## src/rtl/i2c_regbank_pkg.sv

```systemverilog
package i2c_regbank_pkg;

   // Protocol phase of the target
   typedef enum logic [2:0] {
      PH_IDLE  = 3'd0,   // bus free, waiting for START
      PH_DEV   = 3'd1,   // receiving the address byte
      PH_PTR   = 3'd2,   // receiving the register pointer
      PH_WR    = 3'd3,   // receiving data bytes
      PH_RD    = 3'd4,   // sending data bytes
      PH_HOLD  = 3'd5    // not addressed or NACKed: wait for START/STOP
   } phase_e;

   localparam int unsigned BYTE_BITS = 8;

   // Seven-bit device address for a given select value
   function automatic logic [6:0] dev_address(input logic [6:0] base,
                                              input int unsigned sel_pos,
                                              input logic sel);
      logic [6:0] a;
      a = base;
      a[sel_pos] = sel;
      return a;
   endfunction

endpackage

```

## src/rtl/i2c_regbank_sync.sv

```systemverilog
module i2c_regbank_sync #(
   parameter int unsigned STAGES = 2
) (
   input  logic clk,
   input  logic rst_n,
   input  logic scl_i,
   input  logic sda_i,
   output logic scl_s,
   output logic sda_s,
   output logic scl_rise,
   output logic scl_fall,
   output logic start_det,
   output logic stop_det
);

   generate
      if (STAGES < 2) begin : g_bad_stages
         $error("i2c_regbank_sync: STAGES must be at least 2");
      end
   endgenerate

   logic [STAGES-1:0] scl_ff;
   logic [STAGES-1:0] sda_ff;
   logic              scl_d;
   logic              sda_d;

   generate
      for (genvar g = 0; g < STAGES; g++) begin : g_stage
         if (g == 0) begin : g_first
            always_ff @(posedge clk or negedge rst_n) begin
               if (!rst_n) begin
                  scl_ff[0] <= 1'b1;
                  sda_ff[0] <= 1'b1;
               end else begin
                  scl_ff[0] <= scl_i;
                  sda_ff[0] <= sda_i;
               end
            end
         end else begin : g_next
            always_ff @(posedge clk or negedge rst_n) begin
               if (!rst_n) begin
                  scl_ff[g] <= 1'b1;
                  sda_ff[g] <= 1'b1;
               end else begin
                  scl_ff[g] <= scl_ff[g-1];
                  sda_ff[g] <= sda_ff[g-1];
               end
            end
         end
      end
   endgenerate

   always_ff @(posedge clk or negedge rst_n) begin
      if (!rst_n) begin
         scl_d <= 1'b1;
         sda_d <= 1'b1;
      end else begin
         scl_d <= scl_ff[STAGES-1];
         sda_d <= sda_ff[STAGES-1];
      end
   end

   assign scl_s     = scl_ff[STAGES-1];
   assign sda_s     = sda_ff[STAGES-1];
   assign scl_rise  =  scl_s & ~scl_d;
   assign scl_fall  = ~scl_s &  scl_d;
   assign start_det =  scl_s &  scl_d &  sda_d & ~sda_s;
   assign stop_det  =  scl_s &  scl_d & ~sda_d &  sda_s;

endmodule

```

## src/rtl/i2c_regbank_regs.sv

```systemverilog
module i2c_regbank_regs #(
   parameter int unsigned NREG   = 16,
   parameter int unsigned DATA_W = 8,
   localparam int unsigned PTR_W = $clog2(NREG)
) (
   input  logic                   clk,
   input  logic                   rst_n,
   input  logic                   wr_en,
   input  logic [PTR_W-1:0]       wr_idx,
   input  logic [DATA_W-1:0]      wr_data,
   input  logic [PTR_W-1:0]       rd_idx,
   output logic [DATA_W-1:0]      rd_data,
   output logic [NREG*DATA_W-1:0] flat_o
);

   logic [DATA_W-1:0] bank [NREG];

   always_ff @(posedge clk or negedge rst_n) begin
      if (!rst_n) begin
         for (int i = 0; i < NREG; i++) bank[i] <= '0;
      end else if (wr_en) begin
         bank[wr_idx] <= wr_data;
      end
   end

   assign rd_data = bank[rd_idx];

   generate
      for (genvar g = 0; g < NREG; g++) begin : g_flat
         assign flat_o[g*DATA_W +: DATA_W] = bank[g];
      end
   endgenerate

endmodule

```

## src/rtl/i2c_regbank_proto.sv

```systemverilog
module i2c_regbank_proto
   import i2c_regbank_pkg::*;
#(
   parameter int unsigned NREG     = 16,
   parameter int unsigned DATA_W   = 8,
   parameter logic [6:0]  DEV_BASE = 7'h60,
   parameter int unsigned SEL_POS  = 0,
   localparam int unsigned PTR_W   = $clog2(NREG),
   localparam int unsigned CNT_W   = $clog2(DATA_W + 1)
) (
   input  logic              clk,
   input  logic              rst_n,
   input  logic              scl_rise,
   input  logic              scl_fall,
   input  logic              start_det,
   input  logic              stop_det,
   input  logic              sda_s,
   input  logic              addr_sel,
   input  logic [DATA_W-1:0] rd_data,
   output logic [PTR_W-1:0]  ptr_o,
   output logic              wr_en,
   output logic [PTR_W-1:0]  wr_idx,
   output logic [DATA_W-1:0] wr_data,
   output logic              sda_oe
);

   localparam logic [CNT_W-1:0] LAST_BIT = CNT_W'(DATA_W);

   phase_e            phase;
   logic [CNT_W-1:0]  bit_cnt;
   logic [DATA_W-1:0] rx_sh;
   logic [DATA_W-1:0] tx_sh;
   logic [PTR_W-1:0]  ptr;
   logic              own_ack;
   logic [6:0]        my_addr;
   logic              dev_hit;

   assign my_addr = dev_address(DEV_BASE, SEL_POS, addr_sel);
   assign dev_hit = (rx_sh[DATA_W-1:1] == my_addr);

   always_ff @(posedge clk or negedge rst_n) begin
      if (!rst_n) begin
         phase   <= PH_IDLE;
         bit_cnt <= '0;
         rx_sh   <= '0;
         tx_sh   <= '0;
         ptr     <= '0;
         own_ack <= 1'b0;
         sda_oe  <= 1'b0;
         wr_en   <= 1'b0;
         wr_idx  <= '0;
      end else begin
         wr_en <= 1'b0;
         if (start_det) begin
            phase   <= PH_DEV;
            bit_cnt <= '0;
            own_ack <= 1'b0;
            sda_oe  <= 1'b0;
         end else if (stop_det) begin
            phase   <= PH_IDLE;
            bit_cnt <= '0;
            own_ack <= 1'b0;
            sda_oe  <= 1'b0;
         end else if (phase == PH_IDLE || phase == PH_HOLD) begin
            sda_oe <= 1'b0;
         end else if (scl_rise) begin
            if (bit_cnt == LAST_BIT) begin
               // 9th clock: acknowledge slot
               bit_cnt <= '0;
               if (phase == PH_RD && !own_ack && sda_s) begin
                  phase <= PH_HOLD;
               end
            end else begin
               rx_sh   <= {rx_sh[DATA_W-2:0], sda_s};
               bit_cnt <= bit_cnt + 1'b1;
            end
         end else if (scl_fall) begin
            if (bit_cnt == LAST_BIT) begin
               // a full byte has arrived or left: set up the ack slot
               unique case (phase)
                  PH_DEV: begin
                     if (dev_hit) begin
                        sda_oe  <= 1'b1;
                        own_ack <= 1'b1;
                        phase   <= rx_sh[0] ? PH_RD : PH_PTR;
                     end else begin
                        sda_oe  <= 1'b0;
                        phase   <= PH_HOLD;
                     end
                  end
                  PH_PTR: begin
                     ptr     <= rx_sh[PTR_W-1:0];
                     sda_oe  <= 1'b1;
                     own_ack <= 1'b1;
                     phase   <= PH_WR;
                  end
                  PH_WR: begin
                     wr_en   <= 1'b1;
                     wr_idx  <= ptr;
                     ptr     <= ptr + 1'b1;
                     sda_oe  <= 1'b1;
                     own_ack <= 1'b1;
                  end
                  PH_RD: begin
                     sda_oe  <= 1'b0;
                     own_ack <= 1'b0;
                  end
                  default: sda_oe <= 1'b0;
               endcase
            end else if (bit_cnt == '0) begin
               // after the ack slot: release, or load the next byte to send
               if (phase == PH_RD) begin
                  tx_sh   <= rd_data;
                  sda_oe  <= ~rd_data[DATA_W-1];
                  ptr     <= ptr + 1'b1;
                  own_ack <= 1'b0;
               end else begin
                  sda_oe  <= 1'b0;
               end
            end else if (phase == PH_RD) begin
               sda_oe <= ~tx_sh[DATA_W-1-int'(bit_cnt)];
            end
         end
      end
   end

   assign ptr_o   = ptr;
   assign wr_data = rx_sh;

endmodule

```

## src/rtl/i2c_regbank_target.sv

```systemverilog
module i2c_regbank_target #(
   parameter int unsigned NREG        = 16,
   parameter int unsigned DATA_W      = 8,
   parameter int unsigned SYNC_STAGES = 2,
   parameter logic [6:0]  DEV_BASE    = 7'h60,
   parameter int unsigned SEL_POS     = 0
) (
   input  logic                   clk,
   input  logic                   rst_n,
   input  logic                   scl_i,
   input  logic                   sda_i,
   input  logic                   addr_sel_i,
   output logic                   sda_oe_o,
   output logic [NREG*DATA_W-1:0] regs_o
);

   localparam int unsigned PTR_W = $clog2(NREG);

   generate
      if (DATA_W != i2c_regbank_pkg::BYTE_BITS) begin : g_bad_width
         $error("i2c_regbank_target: DATA_W must equal the bus byte size");
      end
      if (NREG < 2 || (1 << PTR_W) != NREG) begin : g_bad_depth
         $error("i2c_regbank_target: NREG must be a power of two, at least 2");
      end
      if (NREG > 256) begin : g_bad_span
         $error("i2c_regbank_target: NREG must fit an 8-bit pointer");
      end
      if (SEL_POS > 6) begin : g_bad_sel
         $error("i2c_regbank_target: SEL_POS must lie within the 7-bit address");
      end
   endgenerate

   logic              scl_s;
   logic              sda_s;
   logic              scl_rise;
   logic              scl_fall;
   logic              start_det;
   logic              stop_det;
   logic              wr_en;
   logic [PTR_W-1:0]  wr_idx;
   logic [PTR_W-1:0]  ptr;
   logic [DATA_W-1:0] wr_data;
   logic [DATA_W-1:0] rd_data;

   i2c_regbank_sync #(.STAGES(SYNC_STAGES)) u_sync (
      .clk       (clk),
      .rst_n     (rst_n),
      .scl_i     (scl_i),
      .sda_i     (sda_i),
      .scl_s     (scl_s),
      .sda_s     (sda_s),
      .scl_rise  (scl_rise),
      .scl_fall  (scl_fall),
      .start_det (start_det),
      .stop_det  (stop_det)
   );

   i2c_regbank_proto #(
      .NREG     (NREG),
      .DATA_W   (DATA_W),
      .DEV_BASE (DEV_BASE),
      .SEL_POS  (SEL_POS)
   ) u_proto (
      .clk       (clk),
      .rst_n     (rst_n),
      .scl_rise  (scl_rise),
      .scl_fall  (scl_fall),
      .start_det (start_det),
      .stop_det  (stop_det),
      .sda_s     (sda_s),
      .addr_sel  (addr_sel_i),
      .rd_data   (rd_data),
      .ptr_o     (ptr),
      .wr_en     (wr_en),
      .wr_idx    (wr_idx),
      .wr_data   (wr_data),
      .sda_oe    (sda_oe_o)
   );

   i2c_regbank_regs #(.NREG(NREG), .DATA_W(DATA_W)) u_regs (
      .clk     (clk),
      .rst_n   (rst_n),
      .wr_en   (wr_en),
      .wr_idx  (wr_idx),
      .wr_data (wr_data),
      .rd_idx  (ptr),
      .rd_data (rd_data),
      .flat_o  (regs_o)
   );

endmodule

```

## config.mk

```make
export PLATFORM = sky130hd
export DESIGN_NAME = i2c_regbank_target
export DESIGN_NICKNAME = d
export VERILOG_FILES = /design/src/rtl/i2c_regbank_pkg.sv /design/src/rtl/i2c_regbank_sync.sv /design/src/rtl/i2c_regbank_regs.sv /design/src/rtl/i2c_regbank_proto.sv /design/src/rtl/i2c_regbank_target.sv
export SDC_FILE = /design/constraint.sdc
export NUM_CORES = 1
export LEC_CHECK = 0
export ABC_CLOCK_PERIOD_IN_PS = 5600
export BUFFER_PORTS_ARGS = -buffer_cell sky130_fd_sc_hd__buf_2
export CORE_MARGIN = 2
export CORE_UTILIZATION = 60
export DETAILED_ROUTE_END_ITERATION = 8
export MAX_ROUTING_LAYER = met4
export PLACE_DENSITY_LB_ADDON = 0.1
export SLEW_MARGIN = 0
export SYNTH_ARGS = -nofsm -noshare
export SYNTH_HDL_FRONTEND = slang
export SYNTH_SLANG_ARGS = --single-unit
```

## constraint.sdc

```tcl
create_clock -name clk -period 5.6 [get_ports clk]
set_clock_uncertainty 0.1 [all_clocks]
set_input_delay 0.28 -clock clk [delete_from_list [all_inputs] [get_ports clk]]
set_output_delay 0.28 -clock clk [all_outputs]
set_load 0.005 [all_outputs]
```

==> results of run 1 <==
## synthesized netlist by cell type, types with 7 or more instances
master	n
nand3b_1	7
inv_1	10
mux2_1	30
mux4_2	18
mux2_2	111
mux2_4	7
nor2_1	17
dfrtp_1	162
nand3_1	11
a21oi_1	10
clkbuf_1	27
nand2_1	15
mux4_1	23
## flip-flops by register name, indices dropped and copies added, names as in the netlist
signal           flops
u_regs.flat_o      128
u_proto.tx_sh        8
u_proto.wr_data      8
u_proto.bit_cnt      4
u_proto.ptr_o        4
u_proto.wr_idx       4
u_proto.phase        3
u_proto.own_ack      1
u_proto.sda_oe       1
u_proto.wr_en        1
u_sync.scl_d         1
u_sync.scl_ff        1
u_sync.scl_s         1
u_sync.sda_d         1
u_sync.sda_ff        1
u_sync.sda_s         1
## final cells by class
cell class                 count  area, µm²
antenna                        1       2.50
clock buffer                  20        457
clock inverter                12        139
fill                         903       3800
inverter                      11       41.3
multi-input combinational    319       3540
sequential                   168       4210
tap                          176        220
timing repair buffer         139        724
## final timing paths
check                                      start           endpoint  slack, ns  depth (start not counted)
worst max-delay path            u_proto.ptr_o[0]   u_proto.tx_sh[6]       2.91                          3
worst min-delay path            u_sync.sda_ff[0]       u_sync.sda_s       0.26                          0
worst max register to register  u_proto.ptr_o[0]   u_proto.tx_sh[6]       2.91                          3
worst min register to register  u_sync.sda_ff[0]       u_sync.sda_s       0.26                          0
max in group asynchronous                  rst_n  u_regs.flat_o[78]       3.61                          3
min in group asynchronous                  rst_n  u_regs.flat_o[98]       0.47                          2
## metrics by stage
step / hold slack [ns] / util [%]
floorplan: -0.116 / -
global placement: 0.246 / 66.3
detailed placement: 0.248 / 66.3
CTS: 0.257 / 71.0
global route: 0.259 / 71.1
finish: 0.256 / 71.1
## layer usage
layer | track usage (%) | wire, µm | vias to the layer above
met4 | 13.0 | 649 | 0
met3 | 6.99 | 1190 | 57
met1 | 38.5 | 8280 | 2702
li1 | - | - | 2253
met2 | 49.2 | 10600 | 223
met5 | - | 0 | -
## power by group
| part | internal (mW) | leakage (nW) | switching (mW) |
|---|---|---|---|
| Clock | 0.687 | 0.292 | 0.487 |
| Combinational | 0.167 | 2.34 | 0.158 |
| Sequential | 1.26 | 2.31 | 0.231 |
| Total | 2.11 | 4.94 | 0.876 |
## cells by family after synthesis
group,share of synthesized area [%]
buffers and inverters,3.52
AND/OR/NAND/NOR,5.53
XOR/XNOR,0.545
multiplexers,34.3
flip-flops,52.4
adder cells (fa/ha/maj),0.934
AO/OA/AOI/OAI,2.79
## repair_timing
action                                 CTS  global route
setup buffers                            0             0
endpoints found under the hold margin  108             0
hold buffers                             3             0
==> out/qor.yml, run 1 <==
ir_worst_vdd_mv: 0.237
ys_types: 56
via_count: 5235
start_kind: "flip-flop"
crit_arrival_ns: 2.91
grt_first_pass_wirelength_mm: 31.2
final-setup-viol-count: 0
worst_pin_slew_ns: 1.29
gp_congestion: 0.885
core_area_um2: 13100
antenna_left: 0
wl_per_cell_um: 24.5
grt_antenna_before_repair: 1
clkTransAtPathRegs_ns: 0.06
status: "finished, final reports clean"
synthCells: 539
dieArea_um2: 14300
ys_seq_area_share_pct: 52.4
clk_latency_ns: 0.43
cts_tree: "yes"
timing.final.crit_share_pct: 48.1
finalPower_mw: 2.99
design_area_um2: 9340
grt_overflow: 0
pre_cts_ws_ns: 2.91
drc_errors: 0
viasPerCell: 6.19
wirelength_mm: 20.7
fin_setup_tns_ns: 0
setup.worst_path.class: "flip-flop to flip-flop"
worstSetupEndpointType: "flip-flop"
rsz0062_at_grt: "false"
placed_area_um2: 8710
root_buffer: "clkbuf_16"
clockBufferDepth: 2
dp.final_hpwl_mm: 14.2
ios: 134
path_buf_inv: 0
final_cells: 846
fmax_ghz: 0.371
power_density_nw_per_um2: 320
dr.pass1.iters: 7
synth-edff-count: 0
synth_top_area_cell: "dfrtp_1"
numClockSinks: 168
h-tree-depth: 4
layout_common_cells: "161 x dfrtp_1, 132 x buf_2, 111 x mux2_2"
die_x_um: 120
port-buffer-count: 133
synth_fp_nets: 550
synth_flop_cell: "dfrtp_1"
layout-drive-gt1-share_pct: 46.9
grt_max_degree: 114
async_flop_share_pct: 100
required_ns: 5.82
synth_top_area_share_pct: 50.5
dp.cells: 810
grt_pass1_vias: 5242
hold_path.class: "flip-flop to flip-flop"
path_max_fanout: 38
final_common_cell: "dfrtp_1"
grt.total_usage_pct: 30.8
layout.nets: 667
slew_violations: 0
power_leakage_nw: 4.94
syn_area_um2: 8030
yosysWarnings: 0
initial_core_util_pct: 61.2
drtIter0Drc: 428
maxSlewHeadroom_pct: 13.8
row_count: 42
layout_setup_ws_ns: 2.91
ys_top_cells_by_area: "dfrtp_1 50%, mux2_2 16%, mux4_1 7.5%"
crit_chain: "mux4_1, mux4_2, mux2_4"
cp_slowest_cell: "dfrtp_2"
dieHeight_um: 120
max_cap_violations: 0
period_needed_ns: 2.69
cts_buffers: 17
synth-seq-cells: 168
hold_viol_final: 0
syn_area_per_cell_um2: 14.9
path_delay_family: "multiplexers"
max_stage_delay_ns: 1.03
cts_resized: 0
areaGrowthSynthToFinish_pct: 16.2
(Power assumes the default switching activity.)
==> run 2, diff against run 1 <==
- ABC_CLOCK_PERIOD_IN_PS: 5600 -> 2700
- CORE_UTILIZATION: 60 -> 57
- clock period: 5.6 -> 2.7 ns (I/O delays scaled with it)
==> out/qor.yml, run 2 (synthesized netlist as in run 1, its figures left out) <==
crit_arrival_ns: 2.61  # -0.30 ns
grt.total_usage_pct: 30.3  # -0.54 points
holdBufCountCts: 3  # unchanged
grt_antenna_before_repair: 0  # -1
final-setup-viol-count: 0  # unchanged
finalPower_mw: 6.38  # +110%
status: "finished, final reports clean"
drtIter0Drc: 429  # +0.23%
dieHeight_um: 123  # +2.5%
port-buffer-count: 133  # unchanged
clkTransAtPathRegs_ns: 0.07  # about the same
r2r-end: "u_proto.wr_idx[2]"
cts_buffers: 17  # unchanged
areaGrowthSynthToFinish_pct: 18.8
path_max_fanout: 7  # -82%
cts_tree: "yes"
cts_resized: 0  # unchanged
maxSlewHeadroom_pct: 52.0  # +38 points
via_count: 5303  # +1.3%
h-tree-depth: 4  # unchanged
postCtsSetupBuffers: 0  # unchanged
root_buffer: "clkbuf_16"
max_cap_violations: 0  # unchanged
hold_path.class: "input port to async pin"
slew_violations: 0  # unchanged
core_area_um2: 13800  # +5.2%
reg2reg_from: "u_proto.bit_cnt[0]"
grt_pass1_vias: 5496  # +4.8%
hold_viol_final: 0  # unchanged
ios: 134  # unchanged
timing.final.crit_share_pct: 88.8  # +41 points
numClockSinks: 168  # unchanged
power_leakage_nw: 5.06  # +2.4%
fill_cells: 977  # +8.2%
antenna_left: 0  # unchanged
fmax_ghz: 0.417  # +12%
die_x_um: 123  # +2.5%
required_ns: 2.91  # -2.91 ns
hold_slack_ns: 0.166  # -0.0894 ns
clockBufferDepth: 2  # unchanged
period_needed_ns: 2.40  # -0.296 ns
fin_setup_tns_ns: 0  # unchanged
dp.final_hpwl_mm: 14.3  # +0.64%
drc_errors: 0  # unchanged
layout_common_cells: "161 x dfrtp_1, 132 x buf_2, 111 x mux2_2"
grt_overflow: 0  # unchanged
final_common_cell: "dfrtp_1"
clk_latency_ns: 0.43  # about the same
fin_util_pct: 69.0  # -2.0 points
setup.worst_path.class: "flip-flop to flip-flop"
gp_congestion: 0.907  # +2.4%
row_count: 43  # +2.4%
layout.nets: 691  # +3.6%
worst_pin_slew_ns: 0.720  # -0.569 ns
worstSetupEndpointType: "flip-flop"
largest_reg_flops: 128  # unchanged
diodes: 0  # -1
grt_first_pass_wirelength_mm: 31.8  # +2.2%
rsz0062_at_grt: "false"
ir_worst_vdd_mv: 0.459  # +94%
r2r_setup_slack_ns: 0.30  # -2.60 ns
initial_core_util_pct: 58.1  # -3.0 points
grt_max_degree: 72  # -37%
reg2reg_depth: 5  # +2
layout-drive-gt1-share_pct: 48.9  # +2.0 points
viasPerCell: 6.07  # -1.8%
start_kind: "flip-flop"
dieArea_um2: 15100  # +5.1%
wirelength_mm: 20.9  # +0.96%
power_density_nw_per_um2: 668  # +110%
dr.pass1.iters: 5  # -2
wl_per_cell_um: 23.9  # -2.2%
[run 2: final cells by class]
type | instances | area [µm²] | share of cell area (%)
well taps | 180 | 225 | 2.36
multi-input cells | 319 | 3540 | 37.1
clock inverters | 15 | 170 | 1.78
inverters | 11 | 41.3 | 0.433
flip-flops and latches | 168 | 4210 | 44.1
clock buffers | 17 | 425 | 4.46
repair buffers | 163 | 930 | 9.74
[run 2: worst max-delay path by stage]
stage,from,end,cells after the start
floorplan,u_sync.scl_d,u_proto.wr_idx[0],7
global placement,u_proto.ptr_o[0],u_proto.tx_sh[4],4
detailed placement,u_proto.ptr_o[0],u_proto.tx_sh[4],4
CTS,u_proto.bit_cnt[0],u_proto.wr_idx[2],5
global route,u_proto.bit_cnt[0],u_proto.phase[0],7
finish,u_proto.bit_cnt[0],u_proto.wr_idx[2],5
[run 2: stage by stage]
| stage | instances | worst slack (ns) | cell area (µm²) |
|---|---|---|---|
| after floorplan | 539 | 0.496 | 8030 |
| after global placement | 838 | 0.393 | 8920 |
| after detailed placement | 838 | 0.361 | 8920 |
| after CTS | 873 | 0.313 | 9540 |
| after global routing | 873 | 0.139 | 9540 |
| final | 873 | 0.302 | 9540 |
[run 2: metal layers]
metal,vias up,track usage [%],wire length (µm)
met4,0,9.91,452
met2,194,48.7,10600
met3,34,7.39,1310
met1,2790,38.0,8530
met5,-,-,0
li1,2285,-,-
[run 2: critical path, stage by stage, from the launching register on]
cell,delay [ns]
dfrtp_1,0.47
inv_1,0.09
ha_1,0.25
nand3b_1,0.23
or4_1,0.75
mux2_1,0.39
[run 2: report_power, final]
group	internal [mW]	switching [mW]	total (mW)	leakage [nW]
combinational	0.436	0.582	1.02	2.47
clock	1.38	1.07	2.46	0.280
sequential	2.62	0.283	2.90	2.31
